`config.mk`:
```
export PLATFORM = sky130hd
export DESIGN_NAME = uart_irq_ctrl
export DESIGN_NICKNAME = d
export VERILOG_FILES = /design/src/rtl/uart_irq_pkg.sv /design/src/rtl/uart_irq_strobes.sv /design/src/rtl/uart_irq_core.sv /design/src/rtl/uart_irq_ctrl.sv
export SDC_FILE = /design/constraint.sdc
export NUM_CORES = 1
export LEC_CHECK = 0
export BUFFER_PORTS_ARGS = -buffer_cell sky130_fd_sc_hd__buf_2
export CAP_MARGIN = 20
export CORE_ASPECT_RATIO = 0.7
export CORE_UTILIZATION = 48
export DETAILED_ROUTE_END_ITERATION = 10
export PLACE_DENSITY = 0.92
export SETUP_SLACK_MARGIN = 0.05
export SYNTH_ARGS = -nofsm -noshare
export SYNTH_HDL_FRONTEND = slang
export SYNTH_HIERARCHICAL = 1
export SYNTH_SLANG_ARGS = --single-unit
```
`constraint.sdc`:
```
create_clock -name clk -period 1.6 [get_ports clk]
set_input_delay 0.32 -clock clk [delete_from_list [all_inputs] [get_ports clk]]
set_output_delay 0.32 -clock clk [all_outputs]
set_load 0.02 [all_outputs]
```
`src/rtl/uart_irq_pkg.sv`:
```
package uart_irq_pkg;
  localparam int IER_W = 8;
  localparam int ID_W = 6;
  localparam int NUM_SRC = 7;

  // Source indices, highest priority first.
  localparam int SRC_LINE = 0;
  localparam int SRC_RX = 1;
  localparam int SRC_TX = 2;
  localparam int SRC_MODEM = 3;
  localparam int SRC_XOFF = 4;
  localparam int SRC_RTS = 5;
  localparam int SRC_CTS = 6;

  localparam logic [ID_W-1:0] CODE_NONE = 6'h01;
  localparam logic [ID_W-1:0] CODE_LINE = 6'h06;
  localparam logic [ID_W-1:0] CODE_RX = 6'h04;
  localparam logic [ID_W-1:0] CODE_TX = 6'h02;
  localparam logic [ID_W-1:0] CODE_MODEM = 6'h00;
  localparam logic [ID_W-1:0] CODE_XOFF = 6'h10;
  localparam logic [ID_W-1:0] CODE_PIN = 6'h20;

  typedef struct packed {
    logic ierLoadLow;
    logic ierLoadHigh;
    logic evLine;
    logic evModem;
    logic evXoff;
    logic evRts;
    logic evCts;
    logic armTx;
    logic svcLine;
    logic svcModem;
    logic svcXoff;
    logic svcRts;
    logic svcCts;
    logic clrTx;
    logic rxLevel;
  } irqStrobe_t;

  function automatic logic [ID_W-1:0] srcCode(input int idx);
    case (idx)
      SRC_LINE:  return CODE_LINE;
      SRC_RX:    return CODE_RX;
      SRC_TX:    return CODE_TX;
      SRC_MODEM: return CODE_MODEM;
      SRC_XOFF:  return CODE_XOFF;
      default:   return CODE_PIN;
    endcase
  endfunction
endpackage

```
`src/rtl/uart_irq_strobes.sv`:
```
module uart_irq_strobes
  import uart_irq_pkg::*;
(
  input  logic clk,
  input  logic rstN,
  input  logic ierWrEn,
  input  logic wrTxEnable,
  input  logic txEnabled,
  input  logic enhEn,
  input  logic fifoEn,
  input  logic rxHold,
  input  logic rxTrig,
  input  logic thrEmpty,
  input  logic txBelowTrig,
  input  logic lineErrEvt,
  input  logic modemEvt,
  input  logic xoffEvt,
  input  logic rtsPin,
  input  logic ctsPin,
  input  logic lineSvc,
  input  logic modemSvc,
  input  logic xoffSvc,
  input  logic rtsSvc,
  input  logic ctsSvc,
  input  logic txSvc,
  output irqStrobe_t strb
);
  logic txLevel;
  logic txPrev;
  logic rtsPrev;
  logic ctsPrev;

  assign txLevel = fifoEn ? txBelowTrig : thrEmpty;

  // Previous levels for edge detection; pins start high so reset release makes no edge.
  always_ff @(posedge clk) begin
    if (!rstN) begin
      txPrev <= 1'b0;
      rtsPrev <= 1'b1;
      ctsPrev <= 1'b1;
    end else begin
      txPrev <= txLevel;
      rtsPrev <= rtsPin;
      ctsPrev <= ctsPin;
    end
  end

  always_comb begin
    strb = '0;
    strb.ierLoadLow = ierWrEn;
    strb.ierLoadHigh = ierWrEn & enhEn;
    strb.evLine = lineErrEvt;
    strb.evModem = modemEvt;
    strb.evXoff = xoffEvt;
    strb.evRts = rtsPin & ~rtsPrev;
    strb.evCts = ctsPin & ~ctsPrev;
    strb.armTx = txLevel & ((~txPrev & txEnabled) | (ierWrEn & wrTxEnable & ~txEnabled));
    strb.svcLine = lineSvc;
    strb.svcModem = modemSvc;
    strb.svcXoff = xoffSvc;
    strb.svcRts = rtsSvc;
    strb.svcCts = ctsSvc;
    strb.clrTx = txSvc | ~txLevel;
    strb.rxLevel = fifoEn ? rxTrig : rxHold;
  end
endmodule

```
`src/rtl/uart_irq_core.sv`:
```
module uart_irq_core
  import uart_irq_pkg::*;
(
  input  logic clk,
  input  logic rstN,
  input  irqStrobe_t strb,
  input  logic [IER_W-1:0] ierWrData,
  input  logic enhEn,
  output logic [IER_W-1:0] ierQ,
  output logic irq,
  output logic [ID_W-1:0] intId
);
  localparam int LOW_W = IER_W / 2;

  logic [IER_W-1:0] ierReg;
  logic [NUM_SRC-1:0] enMask;
  logic [NUM_SRC-1:0] setVec;
  logic [NUM_SRC-1:0] clrVec;
  logic [NUM_SRC-1:0] pend;
  logic [NUM_SRC-1:0] active;

  always_ff @(posedge clk) begin
    if (!rstN) begin
      ierReg <= '0;
    end else if (strb.ierLoadLow) begin
      ierReg[LOW_W-1:0] <= ierWrData[LOW_W-1:0];
      if (strb.ierLoadHigh) ierReg[IER_W-1:LOW_W] <= ierWrData[IER_W-1:LOW_W];
    end
  end

  assign ierQ = ierReg;

  // Effective enables per source index; upper bits depend on enhEn.
  assign enMask = {ierReg[7] & enhEn, ierReg[6] & enhEn, ierReg[5] & enhEn,
                   ierReg[3], ierReg[1], ierReg[0], ierReg[2]};

  assign setVec = {strb.evCts & enMask[SRC_CTS], strb.evRts & enMask[SRC_RTS],
                   strb.evXoff & enMask[SRC_XOFF], strb.evModem & enMask[SRC_MODEM],
                   strb.armTx, strb.rxLevel, strb.evLine & enMask[SRC_LINE]};
  assign clrVec = {strb.svcCts, strb.svcRts, strb.svcXoff, strb.svcModem,
                   strb.clrTx, ~strb.rxLevel, strb.svcLine};

  for (genvar i = 0; i < NUM_SRC; i++) begin : gPend
    always_ff @(posedge clk) begin
      if (!rstN) pend[i] <= 1'b0;
      else if (setVec[i]) pend[i] <= 1'b1;
      else if (clrVec[i]) pend[i] <= 1'b0;
    end
  end

  assign active = pend & enMask;
  assign irq = |active;

  always_comb begin
    intId = CODE_NONE;
    for (int i = NUM_SRC - 1; i >= 0; i--) begin
      if (active[i]) intId = srcCode(i);
    end
  end

  assert_upper_guard_R2: assert property (@(posedge clk) disable iff (!rstN)
    strb.ierLoadLow && !strb.ierLoadHigh |=> ierQ[IER_W-1:LOW_W] == $past(ierQ[IER_W-1:LOW_W]));

  assert_line_first_R10: assert property (@(posedge clk) disable iff (!rstN)
    strb.evLine && enMask[SRC_LINE] && !strb.ierLoadLow |=> irq && intId == CODE_LINE);

  assert_set_wins_R11: assert property (@(posedge clk) disable iff (!rstN)
    strb.evXoff && enMask[SRC_XOFF] |=> pend[SRC_XOFF]);

  assert_pin_hold_R9: assert property (@(posedge clk) disable iff (!rstN)
    pend[SRC_CTS] && !strb.svcCts && !strb.evCts |=> pend[SRC_CTS]);
endmodule

```
`src/rtl/uart_irq_ctrl.sv`:
```
module uart_irq_ctrl
  import uart_irq_pkg::*;
(
  input  logic clk,
  input  logic rstN,
  input  logic ierWrEn,
  input  logic [IER_W-1:0] ierWrData,
  input  logic enhEn,
  input  logic fifoEn,
  input  logic rxHold,
  input  logic rxTrig,
  input  logic thrEmpty,
  input  logic txBelowTrig,
  input  logic lineErrEvt,
  input  logic modemEvt,
  input  logic xoffEvt,
  input  logic rtsPin,
  input  logic ctsPin,
  input  logic lineSvc,
  input  logic modemSvc,
  input  logic xoffSvc,
  input  logic rtsSvc,
  input  logic ctsSvc,
  input  logic txSvc,
  output logic [IER_W-1:0] ierQ,
  output logic irq,
  output logic [ID_W-1:0] intId
);
  irqStrobe_t strb;

  uart_irq_strobes uStrobes (
    .clk(clk), .rstN(rstN), .ierWrEn(ierWrEn), .wrTxEnable(ierWrData[1]),
    .txEnabled(ierQ[1]), .enhEn(enhEn), .fifoEn(fifoEn), .rxHold(rxHold),
    .rxTrig(rxTrig), .thrEmpty(thrEmpty), .txBelowTrig(txBelowTrig),
    .lineErrEvt(lineErrEvt), .modemEvt(modemEvt), .xoffEvt(xoffEvt),
    .rtsPin(rtsPin), .ctsPin(ctsPin), .lineSvc(lineSvc), .modemSvc(modemSvc),
    .xoffSvc(xoffSvc), .rtsSvc(rtsSvc), .ctsSvc(ctsSvc), .txSvc(txSvc),
    .strb(strb)
  );

  uart_irq_core uCore (
    .clk(clk), .rstN(rstN), .strb(strb), .ierWrData(ierWrData), .enhEn(enhEn),
    .ierQ(ierQ), .irq(irq), .intId(intId)
  );

  assert_tx_immediate_R6: assert property (@(posedge clk) disable iff (!rstN)
    ierWrEn && ierWrData[1] && !ierQ[1] && (fifoEn ? txBelowTrig : thrEmpty) |=> irq);

  assert_polled_quiet_R12: assert property (@(posedge clk) disable iff (!rstN)
    ierQ == '0 |-> !irq && intId == CODE_NONE);

  assert_idle_code_R10: assert property (@(posedge clk) disable iff (!rstN)
    !irq |-> intId == CODE_NONE);
endmodule

```
# Word-level counts from Yosys, hierarchy flattened
# Index checks and enable logic that the tools add are counted.
dict set report op_classes {
  reduce_logical 8
  n_mux 22
  bitwise_logic 23
}
# operator count
set ops {}
lappend ops {{2-to-1 mux 6 bit} 7}
lappend ops {{AND 1 bit} 15}
lappend ops {{2-to-1 mux 1 bit} 15}
lappend ops {{nonzero test 2 bit} 6}
lappend ops {{AND 7 bit} 1}
lappend ops {{OR reduction 7 bit} 1}
lappend ops {{NOT 1 bit} 5}
lappend ops {{bitwise OR 1 bit} 2}
lappend ops {{AND reduction 2 bit} 1}
dict set report totals {
  word_cells 65
  ff_bits 18
  input_bits 28
  out_inout_bits 15
}

# Depth between registers and ports, before layout
dict set report logic_depth {
  ltp_word 9
  mapped_depth 5
  ltp_nobuf 4
}

# Hierarchy
# The synthesis kept the hierarchy.
# mod seq_area_each_um2 n_inst area_per_inst_um2 cells_per_inst
set modules_own_cells {}
lappend modules_own_cells {uart_irq_core 300.3 1 678.2 72}
lappend modules_own_cells {uart_irq_strobes 60.1 1 211.5 24}

# Worst setup path after synthesis
# Ideal clock, no wire load.
dict set report synth_path {
  path_kind {register to output}
  start {register uCore.ierReg[2], in the netlist uCore/ierQ[2]}
  end {output intId[0]}
  stages_incl_launch_ff 4
  arrival_ps 1101
  path_buffers 0
  required_ps 1280
  slack_ps 179
  path_cell_list {dfxtp_1 a22oi_4 nand3_2 a21oi_1}
}
dict set report synth_via {
  elab_chain_cells 2
}
# element line
set synth_lines {}
lappend synth_lines {{start, declared} uart_irq_core.sv:15} ;# logic [IER_W-1:0] ierReg;
lappend synth_lines {{start signal, assigned by index} uart_irq_core.sv:26} ;# ierReg[LOW_W-1:0] <= ierWrData[LOW_W-1:0];
lappend synth_lines {{start signal, assigned by index} uart_irq_core.sv:27} ;# if (strb.ierLoadHigh) ierReg[IER_W-1:LOW_W] <= ierWrData[IER_W-1:LOW_W];
lappend synth_lines {{AND 7 bit} uart_irq_core.sv:51} ;# assign active = pend & enMask;
lappend synth_lines {{2-to-1 mux 6 bit} uart_irq_core.sv:57} ;# if (active[i]) intId = srcCode(i);
lappend synth_lines {{end, declared} uart_irq_ctrl.sv:27} ;# output logic [ID_W-1:0] intId
# Every way passes these cells.

# Worst setup path in the final report
dict set report layout_path {
  start {register uCore.pend[3]}
  end {output intId[0]}
}
dict set report layout_via {
  elab_chain_cells 5
}
# element line
set layout_lines {}
lappend layout_lines {{start, declared} uart_irq_core.sv:19} ;# logic [NUM_SRC-1:0] pend;
lappend layout_lines {{start signal, assigned by index} uart_irq_core.sv:45} ;# if (!rstN) pend[i] <= 1'b0;
lappend layout_lines {{start signal, assigned by index} uart_irq_core.sv:46} ;# else if (setVec[i]) pend[i] <= 1'b1;
lappend layout_lines {{start signal, assigned by index} uart_irq_core.sv:47} ;# else if (clrVec[i]) pend[i] <= 1'b0;
lappend layout_lines {{AND 7 bit} uart_irq_core.sv:51}
lappend layout_lines {{2-to-1 mux 6 bit (4 in series)} uart_irq_core.sv:57}
# Every way passes these cells.

==> results <==
- The flow ran to the end, and the final reports show no timing, DRC or antenna violations.
- The number of antenna violations at the first check in global routing is 0.
- In this run the register-to-register setup slack is between 0.6 and 0.7 ns.
- The via count of the first global-routing pass is 684.
- The post-route DRC violation count is 0.
- The top cell types in the final layout, fill and taps aside, are sky130_fd_sc_hd__buf_2 (37), sky130_fd_sc_hd__dfxtp_1 (10), sky130_fd_sc_hd__nand2_1 (9).
- The final count of hold timing violations is 0.
- The proportion of layout cells with a drive suffix above 1 is between 40% and 50%.
- Once layout is complete, the utilization of the core stands at about two thirds.
- The clock transition time at the flip-flop clock pins of the worst setup and hold paths is roughly 0.10 ns.
- Counting instances, the worst hold path has a depth of 2.
- Buffers inserted during clock tree synthesis total 3.
- The sequential power share is a little over half.
- The path category of the worst min-delay check is in2reg.
- The fraction of the cycle the final worst path needs is just under 100%.
- The max-slew violation total from the final report is 0.
- The adder-cell share of the synthesized area is 0%.
- The routed wire length is about 1900 µm.
- The wire length of the first global-routing pass is approximately 3000 µm.
- The count of nets after finishing is 162.
- After Yosys synthesis, and, or, nand and nor cells account for 26.44% of the synthesized area.
- The share of synthesized area in the top cell type comes to between 40% and 50%.
- The count of hold buffers inserted by post-cts repair is 0.
- The portion of netlist area occupied by mux cells is 6.892%.
- For this block, the initial DRC count from the detailed router was 13.
- The fill cell total of the finished layout is between 100 and 150.
- The critical path data required time is between 1 and 1.5 ns.
- The synthesized netlist devotes around 15% of its cell area to compound gates.
- The worst setup path is captured at an output port.
- The maximum level of the CTS H-tree is 1.
- TritonCTS built the clock tree.
- Combinational logic burns 15.5% of the power.
- The net count after synthesis is 124.
- For this configuration, the core starts out at a cell density of between 50% and 60%.
- The clock skew is ~0.00052 ns.
- The cell area that synthesis handed to floorplanning was slightly below 900 µm².
- In the routed layout, each cell is associated on average with a via count of 4.961.
- The clock latency on the worst-skew pair is between 0.2 and 0.3 ns.
- Timing would allow up to around 0.64 GHz.
- The library cell used most frequently in the layout, excluding fill and tap cells, is sky130_fd_sc_hd__buf_2.
- Along the worst path, the maximum fanout reaches 3.
- Clock tree synthesis selected as its root buffer the cell sky130_fd_sc_hd__clkbuf_4.
- The worst-case setup margin in the final layout is 0.04144 ns.
- STA puts the critical path data arrival time at ~1.2 ns.
- In this run the static leakage power is about 0.00055 µW.
- The power spent charging and discharging nets is between 200 and 250 µW.
- By area, the combinational part of the netlist is dominated by simple AND/OR/NAND/NOR gates.
- In this run the core area contains 12 standard-cell rows.
- The final critical delay including setup and external delays is around 1.6 ns.
- The largest net degree at the start of global routing is 19.
- Setup repair after global routing could not meet its margin everywhere.
- The total overflow left after global routing is 0.
- Setup violations remaining at the end of the flow were counted as 0.
- STA classifies the critical path startpoint as a flip-flop.
- The post-synthesis sequential area ratio is 40.51%.
- The number of antenna diodes is 0.
- sky130_fd_sc_hd__dfxtp_1 takes more of the synthesized area than any other cell.
- The post-synthesis sequential element count is 18.
- The source of the worst register-to-register timing path is uCore/ierQ[1]$_SDFFE_PN0P_.
- The first-pass detailed-route iteration total is 4.
- The synthesis-to-finish area growth is 27.14%.
- In this run the most critical hold path is launched from ctsPin.
- Across the run, the number of max-cap violations was 0.
- The endpoint identified for the worst register-to-register timing path is uCore/pend[2]$_SDFFE_PN0P_.
- The routed layout has 764 vias.
- The width of the die is 53.46 µm.
- In this run the power density over the cells is 797.9 nW/µm².
- The mean instance size in the synthesized netlist is 9.267 µm².
- Prior to clock tree synthesis, the placed netlist has a worst setup slack of around 0.30 ns.
- For hold timing, the worst endpoint is uStrobes/ctsPrev$_SDFF_PN1_.
- Ranked by total cell area, the synthesized netlist is headed by sky130_fd_sc_hd__dfxtp_1 (41%), sky130_fd_sc_hd__buf_4 (9.3%), sky130_fd_sc_hd__mux2i_1 (5.6%), sky130_fd_sc_hd__nand2b_1 (5.6%), sky130_fd_sc_hd__nor2b_1 (5.6%).
- The detail route stage leaves a number of antenna-violating nets equal to 0.
- Summed over all nets, the half-perimeter wirelength after detailed placement is 1436 µm.
- No sink is reached through more buffers than the 2 on the longest clock path.
- Across the VDD grid, the largest voltage drop is around 730 µV.
- Synthesis produced between 90 and 100 cells.
- The global-route total usage across every layer is between 20% and 30%.
- The worst setup path is of the reg2out kind.
- The count of different cell masters after synthesis is 25.
- The die area is slightly above 2000 µm².
- The synthesized netlist devotes 0% of its cell area to XOR and XNOR gates.
- The floorplan core area is 1667 µm².
- The clock network burns 31.1% of the power.
- The total internal power is about 680 µW.
- The count of buffers added on input and output ports is 41.
- The number of top-level pins is 43.
- The depth of the worst register-to-register path is 4.
- The count of yosys warnings during synthesis is 6.
- The clock drives 18 sinks.
- At the end of routability-driven placement, the weighted congestion stood at 0.7285.
- Dividing the detail-routed wire length by the instance count gives 12.15 µm.
- The floorplan step set the die height to 38.02 µm.
- Net switching is roughly a quarter of the power.
## area by class of cell
| type | instances | area (µm²) | share of cell area, % |
|---|---|---|---|
| clock buffers | 4 | 36.28 | 3.208 |
| multi-input cells | 65 | 440.4 | 38.94 |
| inverters | 1 | 3.754 | 0.3319 |
| flip-flops and latches | 18 | 375.4 | 33.19 |
| well taps | 21 | 26.28 | 2.323 |
| repair buffers | 45 | 249.0 | 22.01 |
## flip-flops by register name, summed over array words and instances (netlist names)
name and count:
uCore/ierQ 8, uStrobes/txPrev 1, uStrobes/rtsPrev 1, uStrobes/ctsPrev 1, uCore/pend 7
## power groups by stage
| stage | logic (µW) | registers, µW | clock network (µW) |
|---|---|---|---|
| floorplan | 78.6 | 503 | 0 |
| finish | 140 | 482 | 281 |
| global route | 154 | 484 | 322 |
| detailed placement | 127 | 495 | 0 |
| CTS | 141 | 481 | 290 |
| global placement | 125 | 493 | 0 |
## through the flow
| stage | cell area (µm²) | std cells | power [µW] | hold WS, ns | setup TNS [ns] |
|---|---|---|---|---|---|
| finish | 1131 | 154 | 902.5 | 0.2137 | 0 |
| global route | 1131 | 154 | 960.4 | 0.1917 | -0.1442 |
| CTS | 1121 | 154 | 911.7 | 0.2106 | 0 |
| detailed placement | 1033 | 146 | 622.4 | 0.4777 | 0 |
| global placement | 1033 | 146 | 618.2 | 0.4426 | 0 |
| floorplan | 889.6 | 96 | 581.2 | 0.3930 | 0 |
## worst max-delay path, cell delays in order (launching register included)
cell                      delay (ns)
sky130_fd_sc_hd__dfxtp_2        0.34
sky130_fd_sc_hd__a22oi_2        0.21
sky130_fd_sc_hd__nand3_2        0.11
sky130_fd_sc_hd__a21oi_1        0.13
sky130_fd_sc_hd__buf_4          0.16
## layer usage
layer / vias up / track usage (%) / routed length (µm)
met5: - / 0 / 0
met4: 0 / 3.947 / 8
met3: 2 / 8.333 / 162
met2: 34 / 34.69 / 881
met1: 342 / 26.88 / 819
li1: 386 / - / -
## synth_stat cells, drive strengths merged
master and instances:
inv 1, buf 12, a21oi 2, conb 1
o21a 1, a21boi 9, nand2b 9, a32o 1
nand3 9, mux2 1, and2 2, nand2 10
mux2i 5, nand3b 1, a22oi 2, or2 1
nor2b 8, nor2 2, dfxtp 18, a22o 1
## kinds of logic (layout without fill, tap and decap cells)
| group | count (synthesis) | count (layout) |
|---|---|---|
| flops | 18 | 18 |
| mux | 6 | 6 |
| other cells | 1 | 1 |
| buf+inv | 13 | 50 |
| simple gates | 42 | 42 |
| compound gates | 16 | 16 |
## worst max path at each step
stage                                from  cells after the start  endpoint
2_1_floorplan  uCore/ierQ[2]$_SDFFE_PN0P_                      3  intId[0]
3_3_place_gp   uCore/ierQ[2]$_SDFFE_PN0P_                      4       irq
3_5_place_dp   uCore/ierQ[2]$_SDFFE_PN0P_                      4       irq
4_1_cts        uCore/pend[3]$_SDFFE_PN0P_                      4  intId[0]
5_1_grt        uCore/pend[3]$_SDFFE_PN0P_                      4  intId[0]
6_report       uCore/pend[3]$_SDFFE_PN0P_                      4  intId[0]
## what timing repair did
item                                    in CTS  in global routing
endpoints found under the setup margin       4                  5
buffers inserted                             4                  0
resized for setup                           10                  6
pin swaps                                    3                  2
Note: power is estimated with default switching activity, not from simulation.
